**src/rtl/hdlc_txf_pkg.sv**
```systemverilog
package hdlc_txf_pkg;
  typedef enum logic [2:0] {K_IDLE, K_FLAG, K_DATA, K_CRC_LO, K_CRC_HI, K_HALT} kind_e;

  localparam logic [7:0]  FLAG_BYTE  = 8'h7E;
  localparam logic [15:0] CRC_POLY_R = 16'h8408;
  localparam logic [15:0] CRC_SEED   = 16'hFFFF;

  localparam logic [1:0] SEL_CMD  = 2'd0;
  localparam logic [1:0] SEL_LEN  = 2'd1;
  localparam logic [1:0] SEL_MODE = 2'd2;
  localparam logic [1:0] SEL_DATA = 2'd3;

  localparam int CMD_EOM    = 0;
  localparam int CMD_XRST   = 7;
  localparam int MODE_HDLC  = 0;
  localparam int MODE_TRANS = 1;
  localparam int MODE_CRC16 = 3;
  localparam int MODE_LOOP  = 7;

  // one reflected CRC step for a single transmitted bit
  function automatic logic [15:0] crc_step(input logic [15:0] c, input logic b);
    logic fb;
    fb = c[0] ^ b;
    return (c >> 1) ^ (fb ? CRC_POLY_R : 16'h0000);
  endfunction
endpackage

```
**src/rtl/hdlc_txf_buffer.sv**
```systemverilog
module hdlc_txf_buffer #(
  parameter int DEPTH = 32,
  parameter int LEN_W = 6
) (
  input  logic             clk,
  input  logic             rst_n,
  input  logic             xrst,
  input  logic             wr_en,
  input  logic [7:0]       wdata,
  input  logic [LEN_W-1:0] len_code,
  input  logic             eom_in,
  input  logic             pop,
  output logic             full,
  output logic [7:0]       rdata,
  output logic             rd_last,
  output logic             chunk_eom,
  output logic             drain
);
  localparam int PTR_W = $clog2(DEPTH) + 1;

  logic [7:0]       mem [DEPTH];
  logic [PTR_W-1:0] wptr, rptr, len_q;
  logic             accept;

  // length code 0 (or anything past the pool) means a full pool
  function automatic logic [PTR_W-1:0] len_eff(input logic [LEN_W-1:0] code);
    if (code == '0 || int'(code) > DEPTH) return PTR_W'(DEPTH);
    return PTR_W'(code);
  endfunction

  assign accept  = wr_en && !full && !xrst;
  assign rdata   = mem[rptr[PTR_W-2:0]];
  assign rd_last = (rptr + 1'b1) == len_q;
  assign drain   = pop && full && rd_last;

  always_ff @(posedge clk) begin
    if (accept) mem[wptr[PTR_W-2:0]] <= wdata;
  end

  always_ff @(posedge clk or negedge rst_n) begin
    if (!rst_n) begin
      wptr      <= '0;
      rptr      <= '0;
      full      <= 1'b0;
      chunk_eom <= 1'b0;
      len_q     <= PTR_W'(DEPTH);
    end else if (xrst) begin
      wptr <= '0;
      rptr <= '0;
      full <= 1'b0;
    end else begin
      if (accept) begin
        wptr <= wptr + 1'b1;
        if ((wptr + 1'b1) == len_eff(len_code)) begin
          full      <= 1'b1;
          chunk_eom <= eom_in;
          len_q     <= len_eff(len_code);
          rptr      <= '0;
        end
      end
      if (pop && full) begin
        rptr <= rptr + 1'b1;
        if (rd_last) begin
          full <= 1'b0;
          wptr <= '0;
        end
      end
    end
  end
endmodule

```
**src/rtl/hdlc_txf_serializer.sv**
```systemverilog
module hdlc_txf_serializer
  import hdlc_txf_pkg::*;
(
  input  logic       clk,
  input  logic       rst_n,
  input  logic       xrst,
  input  logic       bit_en,
  input  logic       hdlc_en,
  input  logic       trans_en,
  input  logic       crc_en,
  input  logic       buf_full,
  input  logic [7:0] buf_data,
  input  logic       buf_last,
  input  logic       buf_eom,
  output logic       pop,
  output logic       under_evt,
  output logic       stuff_evt,
  output logic [2:0] ones_run,
  output logic       ser_bit
);
  kind_e       kind, nk;
  logic [7:0]  sh, nsh;
  logic [2:0]  bcnt, ones;
  logic [15:0] crc, crc_nx;
  logic        last_eom, ser_q;
  logic        trans_mode, hdlc_mode, counts, byte_end;
  logic        do_pop, und, crc_rst;

  assign trans_mode = trans_en;
  assign hdlc_mode  = hdlc_en && !trans_en;
  assign counts     = hdlc_mode && (kind == K_DATA || kind == K_CRC_LO || kind == K_CRC_HI);
  assign stuff_evt  = bit_en && (ones == 3'd5);
  assign byte_end   = bit_en && !stuff_evt && (bcnt == 3'd7);
  assign crc_nx     = crc_step(crc, sh[0]);
  assign pop        = byte_end && do_pop;
  assign under_evt  = byte_end && und;
  assign ones_run   = ones;
  assign ser_bit    = ser_q;

  // choice of the next byte at a byte boundary
  always_comb begin
    nk      = kind;
    nsh     = 8'hFF;
    do_pop  = 1'b0;
    und     = 1'b0;
    crc_rst = 1'b0;
    if (kind == K_HALT) begin
      nk = K_HALT;
    end else if (trans_mode) begin
      if (buf_full) begin
        nk = K_DATA; nsh = buf_data; do_pop = 1'b1;
      end else begin
        nk = K_IDLE;
      end
    end else if (hdlc_mode) begin
      unique case (kind)
        K_DATA: begin
          if (last_eom) begin
            if (crc_en) begin
              nk = K_CRC_LO; nsh = ~crc_nx[7:0];
            end else begin
              nk = K_FLAG; nsh = FLAG_BYTE; crc_rst = 1'b1;
            end
          end else if (buf_full) begin
            nk = K_DATA; nsh = buf_data; do_pop = 1'b1;
          end else begin
            nk = K_HALT; und = 1'b1;
          end
        end
        K_CRC_LO: begin
          nk = K_CRC_HI; nsh = ~crc[15:8];
        end
        K_FLAG: begin
          if (buf_full) begin
            nk = K_DATA; nsh = buf_data; do_pop = 1'b1;
          end else begin
            nk = K_FLAG; nsh = FLAG_BYTE; crc_rst = 1'b1;
          end
        end
        default: begin
          nk = K_FLAG; nsh = FLAG_BYTE; crc_rst = 1'b1;
        end
      endcase
    end else begin
      nk = K_IDLE;
    end
  end

  always_ff @(posedge clk or negedge rst_n) begin
    if (!rst_n) begin
      kind <= K_IDLE; sh <= 8'hFF; bcnt <= '0; ones <= '0;
      crc <= CRC_SEED; last_eom <= 1'b0; ser_q <= 1'b1;
    end else if (xrst) begin
      kind <= K_IDLE; sh <= 8'hFF; bcnt <= '0; ones <= '0;
      crc <= CRC_SEED; last_eom <= 1'b0; ser_q <= 1'b1;
    end else if (bit_en) begin
      if (stuff_evt) begin
        ser_q <= 1'b0;
        ones  <= '0;
      end else begin
        ser_q <= sh[0];
        ones  <= (counts && sh[0]) ? ones + 3'd1 : 3'd0;
        if (kind == K_DATA && hdlc_mode) crc <= crc_nx;
        if (bcnt == 3'd7) begin
          kind     <= nk;
          sh       <= nsh;
          bcnt     <= '0;
          last_eom <= do_pop ? (buf_last && buf_eom) : 1'b0;
          if (crc_rst) crc <= CRC_SEED;
        end else begin
          sh   <= sh >> 1;
          bcnt <= bcnt + 3'd1;
        end
      end
    end
  end
endmodule

```
**src/rtl/hdlc_tx_fifo_ctrl.sv**
```systemverilog
module hdlc_tx_fifo_ctrl
  import hdlc_txf_pkg::*;
#(
  parameter int DEPTH = 32,
  parameter int LEN_W = 6
) (
  input  logic       clk,
  input  logic       rst_n,
  input  logic       host_we,
  input  logic [1:0] host_sel,
  input  logic [7:0] host_wdata,
  input  logic       host_rd,
  output logic [7:0] host_stat,
  output logic       irq,
  input  logic       bit_en,
  output logic       tx_line,
  output logic       loop_line
);
  logic             cmd_eom, xrst, xrst_d;
  logic [LEN_W-1:0] len_code;
  logic             m_hdlc, m_trans, m_crc, m_loop;
  logic             pool_rdy_q, under_q;
  logic             data_we, xrst_fall;
  logic             buf_full, buf_last, buf_eom, drain_evt, pop;
  logic [7:0]       buf_data;
  logic             under_evt, stuff_evt, ser_bit;
  logic [2:0]       ones_run;

  assign data_we   = host_we && (host_sel == SEL_DATA);
  assign xrst_fall = xrst_d && !xrst;

  always_ff @(posedge clk or negedge rst_n) begin
    if (!rst_n) begin
      cmd_eom <= 1'b0; xrst <= 1'b0; xrst_d <= 1'b0;
      len_code <= '0;
      m_hdlc <= 1'b0; m_trans <= 1'b0; m_crc <= 1'b0; m_loop <= 1'b0;
      pool_rdy_q <= 1'b0; under_q <= 1'b0;
    end else begin
      xrst_d <= xrst;
      if (host_we && host_sel == SEL_CMD) begin
        cmd_eom <= host_wdata[CMD_EOM];
        xrst    <= host_wdata[CMD_XRST];
      end
      if (host_we && host_sel == SEL_LEN) len_code <= host_wdata[LEN_W-1:0];
      if (host_we && host_sel == SEL_MODE) begin
        m_hdlc  <= host_wdata[MODE_HDLC];
        m_trans <= host_wdata[MODE_TRANS];
        m_crc   <= host_wdata[MODE_CRC16];
        m_loop  <= host_wdata[MODE_LOOP];
      end
      pool_rdy_q <= (pool_rdy_q && !host_rd) || drain_evt || xrst_fall;
      under_q    <= (under_q && !host_rd) || under_evt;
    end
  end

  hdlc_txf_buffer #(.DEPTH(DEPTH), .LEN_W(LEN_W)) u_buf (
    .clk(clk), .rst_n(rst_n), .xrst(xrst), .wr_en(data_we), .wdata(host_wdata),
    .len_code(len_code), .eom_in(cmd_eom), .pop(pop), .full(buf_full),
    .rdata(buf_data), .rd_last(buf_last), .chunk_eom(buf_eom), .drain(drain_evt)
  );

  hdlc_txf_serializer u_ser (
    .clk(clk), .rst_n(rst_n), .xrst(xrst), .bit_en(bit_en),
    .hdlc_en(m_hdlc), .trans_en(m_trans), .crc_en(m_crc),
    .buf_full(buf_full), .buf_data(buf_data), .buf_last(buf_last), .buf_eom(buf_eom),
    .pop(pop), .under_evt(under_evt), .stuff_evt(stuff_evt),
    .ones_run(ones_run), .ser_bit(ser_bit)
  );

  assign host_stat = {pool_rdy_q, under_q, 6'b0};
  assign irq       = pool_rdy_q || under_q;
  assign tx_line   = m_loop ? 1'b1 : ser_bit;
  assign loop_line = m_loop ? ser_bit : 1'b1;
endmodule

```
**config.mk**
```make
export PLATFORM = sky130hd
export DESIGN_NAME = hdlc_tx_fifo_ctrl
export DESIGN_NICKNAME = d
export VERILOG_FILES = /design/src/rtl/hdlc_txf_pkg.sv /design/src/rtl/hdlc_txf_buffer.sv /design/src/rtl/hdlc_txf_serializer.sv /design/src/rtl/hdlc_tx_fifo_ctrl.sv
export SDC_FILE = /design/constraint.sdc
export NUM_CORES = 1
export LEC_CHECK = 0
export ABC_AREA = 0
export BUFFER_PORTS_ARGS = -buffer_cell sky130_fd_sc_hd__buf_2
export CAP_MARGIN = 20
export CORE_MARGIN = 1
export CORE_UTILIZATION = 57
export CTS_CLUSTER_SIZE = 24
export DETAILED_ROUTE_END_ITERATION = 12
export PLACE_DENSITY = 0.88
export SYNTH_ARGS = -nofsm -noshare
export SYNTH_HDL_FRONTEND = slang
export SYNTH_SLANG_ARGS = --single-unit
```
**constraint.sdc**
```tcl
create_clock -name clk -period 2.4 [get_ports clk]
set_input_delay 0.12 -clock clk [delete_from_list [all_inputs] [get_ports clk]]
set_output_delay 0.12 -clock clk [all_outputs]
set_load 0.02 [all_outputs]
```
* Yosys cells after proc, flatten, opt, wreduce, memory -nomap -nowiden *
Memory sizes are Yosys's and may differ from the RTL's.
Cells that the tools add are included.
W data, S select, Z words.

cells by class
  bitwise operators = 5
  $lt $le $gt $ge = 1
  reductions and logical operators = 43
  muxes and demuxes = 94
  add/sub/neg operators = 4
  equal/unequal tests = 13

operator list
  kind                   number
  $mux W16               7
  $mux W8                11
  $mux W6                13
  $mux W3                17
  $mux W1                39
  $pmux W8 S3            1
  $logic_and A1 B1 Y1    21
  $not A8 Y8             2
  $xor A15 B16 Y16       1
  $add A6 B1 Y6 const B  2
  $eq A3 B3 Y1 const B   4
  $eq A6 B6 Y1           2
  $pmux W3 S3            1
  $logic_or A1 B1 Y1     7
  $add A3 B1 Y3 const B  2
  $eq A3 B2 Y1 const B   2
  $gt A6 B6 Y1 const B   1
  $logic_not A6 Y1       1
  $mux W2                3
  $reduce_and A3 Y1      2
  $reduce_bool A3 Y1     2
  $logic_not A1 Y1       5
  $eq A2 B2 Y1 const B   2
  $reduce_and A2 Y1      2
  other kinds (9)        10

storage, ports and cells
  RAM bits = 256
  input port bits = 15
  output and inout bits = 11
  memories kept = 1
  bits in registers = 70

memory list
  name       depth  width  read ports  clocked after memory_dff  wr ports  line                   source
  u_buf.mem  32     8      1           0                         1         hdlc_txf_buffer.sv:21  logic [7:0] mem [DEPTH];

* Longest topological paths before layout *
  depth in word-level cells = 15
  depth in mapped cells = 9

* By module *
From an unflattened synthesis, not the netlist that was laid out.

second synthesis, totals
  cells, all modules = 896
  area, all modules = 14286.2 um2

by module, submodules not included
  module               instances  sequential area each (um2)  area each (um2)  cells an instance
  hdlc_txf_buffer      1          8189.1                      11295.8          602
  hdlc_txf_serializer  1          907.1                       2283.4           247
  hdlc_tx_fifo_ctrl    1          375.4                       706.9            47

* Worst setup path before layout *
No wires, ideal clock.

  path type = register -> register
  from = reg u_buf.wptr[0]
  to = reg u_buf.len_q[4]
  clock period less this slack = 2.331 ns
  cell stages (with the launch flop) = 8
  setup time = 0.125 ns
  arrival time = 2.206 ns
  data required time = 2.275 ns
  path slack = 0.069 ns
  cell sequence = dfrtp_1 -> ha_1 -> nand3_1 -> xor3_1 -> and4_1 -> o2111ai_1 -> clkbuf_1 -> mux2_2

between the ends
  word-level cells in the longest chain between the ends = 3

ends and longest elaborated chain
  element                      line                   source
  from (decl)                  hdlc_txf_buffer.sv:22  logic [PTR_W-1:0] wptr, rptr, len_q;
  from (signal assigned)       hdlc_txf_buffer.sv:53  wptr <= wptr + 1'b1;
  $add A6 B1 Y6                hdlc_txf_buffer.sv:54  if ((wptr + 1'b1) == len_eff(len_code)) begin
  $eq A6 B6 Y1                 hdlc_txf_buffer.sv:54
  $reduce_and A3 Y1 (no line)  --
  to (signal assigned)         hdlc_txf_buffer.sv:46  len_q <= PTR_W'(DEPTH);
  to (signal assigned)         hdlc_txf_buffer.sv:57  len_q <= len_eff(len_code);
  to (decl)                    hdlc_txf_buffer.sv:22

Every way passes these cells.
A chain may end at the register's enable or synchronous reset.

* Worst setup path after layout *
  from = reg u_buf.rptr[0]
  to = reg u_ser.sh[2]

between the ends
  word-level cells in the longest chain between the ends = 11
  elaborated cells between the ends (all ways) = 12
  those cells by class = mux (11); memory (1)

ends and longest elaborated chain
  element                 line                                                  source
  from (decl)             hdlc_txf_buffer.sv:22
  from (signal assigned)  hdlc_txf_buffer.sv:62                                 rptr <= rptr + 1'b1;
  $mem_v2 Z32 W8 *        --
  $mux W8                 hdlc_txf_serializer.sv:50, hdlc_txf_serializer.sv:64
  $mux W8                 hdlc_txf_serializer.sv:58                             if (last_eom) begin
  $pmux W8 S3             hdlc_txf_serializer.sv:56                             unique case (kind)
  $mux W8                 hdlc_txf_serializer.sv:55                             end else if (hdlc_mode) begin
  $mux W8 *               hdlc_txf_serializer.sv:49                             end else if (trans_mode) begin
  $mux W8 *               hdlc_txf_serializer.sv:47                             if (kind == K_HALT) begin
  $mux W8 *               hdlc_txf_serializer.sv:104                            if (bcnt == 3'd7) begin
  $mux W8 *               hdlc_txf_serializer.sv:97                             if (stuff_evt) begin
  $mux W8 *               hdlc_txf_serializer.sv:96                             end else if (bit_en) begin
  $mux W8 *               hdlc_txf_serializer.sv:93                             end else if (xrst) begin
  to (signal assigned)    hdlc_txf_serializer.sv:106                            sh <= nsh;
  to (signal assigned)    hdlc_txf_serializer.sv:111                            sh <= sh >> 1;
  to (decl)               hdlc_txf_serializer.sv:22                             logic [7:0] sh, nsh;

Every way passes the cells marked *; elsewhere a longest branch is shown, timed or not. The select of a mux whose other input is x is not followed.

==> flow_metrics.env <==
export IMPL_setup_worst_path_class="reg -> reg"
export IMPL_postRouteWirelength_um=34020
export IMPL_timing_setup_tns_ps=0
export IMPL_grt_pass1_vias=8959
export IMPL_portion_of_synthesized_cell_area_occupied_by_the_leading_cell_type_pct=54.17
export IMPL_setup_viol=0
export IMPL_drive_gt1_share_pct=26.87
export IMPL_pin_count_of_the_biggest_net_entering_global_routing=50
export IMPL_grt_remaining_overflow=0
export IMPL_drc_errors=0
export IMPL_fin_total_pwr_uw=12090
export IMPL_clock_fmax_ghz=0.4403
export IMPL_path_category_of_the_worst_min_delay_check="in -> reg"
export IMPL_first_iter_violations=1279
export IMPL_ordered_list_of_cells_on_the_worst_path="buf_12 -> mux4_2 -> mux4_2 -> o2111ai_1 -> nand4_1"
export IMPL_clk_transition_reported_paths_ps=70
export IMPL_slew_violations=0
export IMPL_cell_type_contributing_the_most_total_cell_area_after_synthesis="sky130_fd_sc_hd__edfxtp_1"
export IMPL_grt_setup_unrepaired="false"
export IMPL_final_worst_slack_ps=128.9
export IMPL_worst_ep_arrival_time_ps=2760
export IMPL_post_detailed_route_via_to_cell_ratio=6.572
export IMPL_syn_to_final_growth_pct=14.34
export IMPL_ys_warn_count=0
export IMPL_die_w_um=159.8
export IMPL_coreArea_mm2=0.02439
export IMPL_initial_utilization_pct=58.18
export IMPL_fp_dieArea_mm2=0.02553
export IMPL_most_used_cells_in_the_layout_excluding_fill_and_tap_cells="sky130_fd_sc_hd__edfxtp_1, sky130_fd_sc_hd__nand2_1, sky130_fd_sc_hd__buf_4"
export IMPL_synth_yosys_seq_area_share_pct=66.74
export IMPL_timing_final_hold_violations=0
export IMPL_synthCells=929
export IMPL_synth_cell_area_mm2=0.01419
export IMPL_port_buffer_count=19
export IMPL_first_pass_grt_wire_length_um=52460
export IMPL_gp_congestion=0.9408
export IMPL_num_io_pins=26
export IMPL_final_period_utilization_pct=94.63
export IMPL_crit_slowest_cell="sky130_fd_sc_hd__mux4_2"
export IMPL_status="finished, final reports clean"
export IMPL_ir_drop_v=0.0007142
export IMPL_tritoncts="yes"
export IMPL_fp_row_count=57
export IMPL_cp_required_ps=2890
export IMPL_max_cap_violations=0
export IMPL_hpwlAfterDp_um=21830
export IMPL_critPathMaxStageDelay_ps=540
export IMPL_clk_root_buffer_cell="sky130_fd_sc_hd__clkbuf_16"
export IMPL_firstDrtPassIters=7
export IMPL_clkLatencyLatePin_ps=580
export IMPL_num_fill_cells=1609
export IMPL_clock_net_sink_count=326
export IMPL_clock_buffer_count_from_cts=31
export IMPL_ant_nets=0
export IMPL_period_minus_slack_ps=2271
export IMPL_worst_slew_pin_transition_ps=802.3
export IMPL_insertedDiodeCount=0
export IMPL_layout_cells_most_common="sky130_fd_sc_hd__edfxtp_1"
export IMPL_timing_critical_path_mode_cell="sky130_fd_sc_hd__mux4_2"
export IMPL_design_final_nets=1042
export IMPL_critical_path_startpoint_type="flip-flop"
export IMPL_path_max_fanout=14
export IMPL_routed_via_count=8978
export IMPL_static_leakage_power_uw=0.005649
export IMPL_routedWlPerCell_um=24.90
export IMPL_initial_antenna_violation_count=0
export IMPL_synth_lib_cells_used_distinct=76
export IMPL_cts_htree_levels=1
export IMPL_synthArstFlopShare_pct=21.47
export IMPL_syn_avg_cell_area_um2=15.28
export IMPL_postSynthRegisterBits=326
export IMPL_die_height_um=159.8
export IMPL_slew_limit_headroom_pct=46.51
export IMPL_finClkSkew_ps=18.31
export IMPL_place_ws_ps=73.74
export IMPL_worst_setup_path_end_kind="flip-flop"
export IMPL_power_density_cell_area_mw_per_mm2=744.8
export IMPL_grt_total_usage_pct=27.05
export IMPL_synth_area_top_cells="sky130_fd_sc_hd__edfxtp_1, sky130_fd_sc_hd__mux4_2, sky130_fd_sc_hd__dfrtp_1"
export IMPL_synth_top_flop_cell="sky130_fd_sc_hd__edfxtp_1"
export IMPL_cts_root_to_sink_buffers=3
export IMPL_number_of_enable_flip_flop_cells_after_synthesis=256
worst max-delay path: cells and delay by family (launching register included):
kind	cells	cell delay [ps]
flip-flops	1	520
multiplexers	2	1080
AND/OR/NAND/NOR	1	130
buffers and inverters	1	200
AO/OA/AOI/OAI	1	250
logic make-up (layout without fill, tap and decap cells):
family          Yosys count  after routing  share of synthesized area [%]
flops                   326            326                          66.74
buf+inv                  76            184                          2.301
simple gates            271            271                          9.434
compound gates          132            132                          6.604
fa+ha+maj                 9              9                         0.7935
other cells               1              6                        0.02642
mux                      94             94                          12.35
xor+xnor                 20             20                          1.746
registers in the layout, indices dropped and copies added, names as in the netlist, 3 cells and up:
register,flops
u_ser.crc,16
u_ser.kind,3
u_buf.mem,256
u_ser.sh,8
u_buf.wptr,6
u_ser.ones_run,3
u_buf.rptr,6
u_buf.len_q,6
len_code,6
u_ser.bcnt,3
synth_stat cells, types with 4 or more instances:
| master | n |
|---|---|
| sky130_fd_sc_hd__clkbuf_1 | 37 |
| sky130_fd_sc_hd__a31oi_1 | 8 |
| sky130_fd_sc_hd__dfstp_2 | 26 |
| sky130_fd_sc_hd__a211oi_1 | 9 |
| sky130_fd_sc_hd__a22oi_1 | 4 |
| sky130_fd_sc_hd__nor2_1 | 60 |
| sky130_fd_sc_hd__nand3b_1 | 6 |
| sky130_fd_sc_hd__or2_2 | 5 |
| sky130_fd_sc_hd__buf_2 | 8 |
| sky130_fd_sc_hd__nand2b_1 | 8 |
| sky130_fd_sc_hd__o221ai_1 | 9 |
| sky130_fd_sc_hd__nor4_1 | 4 |
| sky130_fd_sc_hd__inv_1 | 16 |
| sky130_fd_sc_hd__and3_1 | 7 |
| sky130_fd_sc_hd__ha_1 | 9 |
| sky130_fd_sc_hd__mux4_2 | 62 |
| sky130_fd_sc_hd__o22ai_1 | 6 |
| sky130_fd_sc_hd__dfrtp_1 | 44 |
| sky130_fd_sc_hd__nand4_1 | 9 |
| sky130_fd_sc_hd__o211ai_1 | 10 |
| sky130_fd_sc_hd__buf_4 | 8 |
| sky130_fd_sc_hd__edfxtp_1 | 256 |
| sky130_fd_sc_hd__xor2_1 | 4 |
| sky130_fd_sc_hd__nor3_1 | 18 |
| sky130_fd_sc_hd__o2111ai_1 | 7 |
| sky130_fd_sc_hd__nand3_1 | 29 |
| sky130_fd_sc_hd__a2bb2oi_1 | 4 |
| sky130_fd_sc_hd__mux2_2 | 29 |
| sky130_fd_sc_hd__o21ai_0 | 25 |
| sky130_fd_sc_hd__nand2_1 | 88 |
| sky130_fd_sc_hd__xnor2_1 | 11 |
| sky130_fd_sc_hd__a21oi_1 | 19 |
| sky130_fd_sc_hd__nor2b_1 | 10 |
| sky130_fd_sc_hd__nor3b_1 | 8 |
layout make-up:
cell class	instances	area, um2	share of cell area (%)
clock buffer	37	798.3	4.919
inverter	19	71.32	0.4395
clock inverter	20	237.7	1.465
sequential	326	9477	58.40
timing repair buffer	108	825.8	5.089
multi-input combinational	532	4412	27.19
tap	324	405.4	2.498
stage by stage:
step                      instance area, um2  utilization (%)  cells  hold WS [ps]
after floorplan                        14210                -    934        -175.6
after global placement                 15100            61.92   1299         237.8
final                                  16230            66.53   1366         72.95
after detailed placement               15100            61.92   1299         250.1
after global routing                   16230            66.53   1366         80.25
after CTS                              16190            66.37   1361         59.22
final timing paths:
| kind | from | end | slack (ps) | depth (start not counted) |
|---|---|---|---|---|
| max | u_buf.rptr[0]$_DFFE_PN0P_ | u_ser.sh[2]$_DFFE_PN1P_ | 130 | 5 |
| max reg2reg | u_buf.rptr[0]$_DFFE_PN0P_ | u_ser.sh[2]$_DFFE_PN1P_ | 130 | 5 |
| min in group asynchronous | rst_n | m_crc$_DFFE_PN0P_ | 180 | 2 |
| min reg2reg | u_ser.crc[3]$_DFFE_PN1P_ | u_ser.crc[2]$_DFFE_PN1P_ | 490 | 2 |
| max in group asynchronous | rst_n | u_buf.len_q[5]$_DFFE_PN1P_ | 1490 | 3 |
| min | host_we | u_buf.wptr[3]$_DFF_PN0_ | 70 | 4 |
what timing repair did:
item / in CTS / in global routing
hold buffers: 5 / 0
setup buffers: 0 / 4
resized for setup: 0 / 2
endpoints found under the setup margin: 0 / 10
endpoints found under the hold margin: 17 / 0
layer usage:
layer  wire [um]  GRT usage, %
met1       13480         37.57
met5           0             0
met3        2957         5.013
met2       16370         43.41
met4        1214         9.524
power breakdown:
group          internal, uW  total (uW)  switching (uW)
sequential             6240        6360             114
combinational           273         728             455
clock                  2910        5000            2090
No activity file was read; power rests on OpenSTA's default activity.
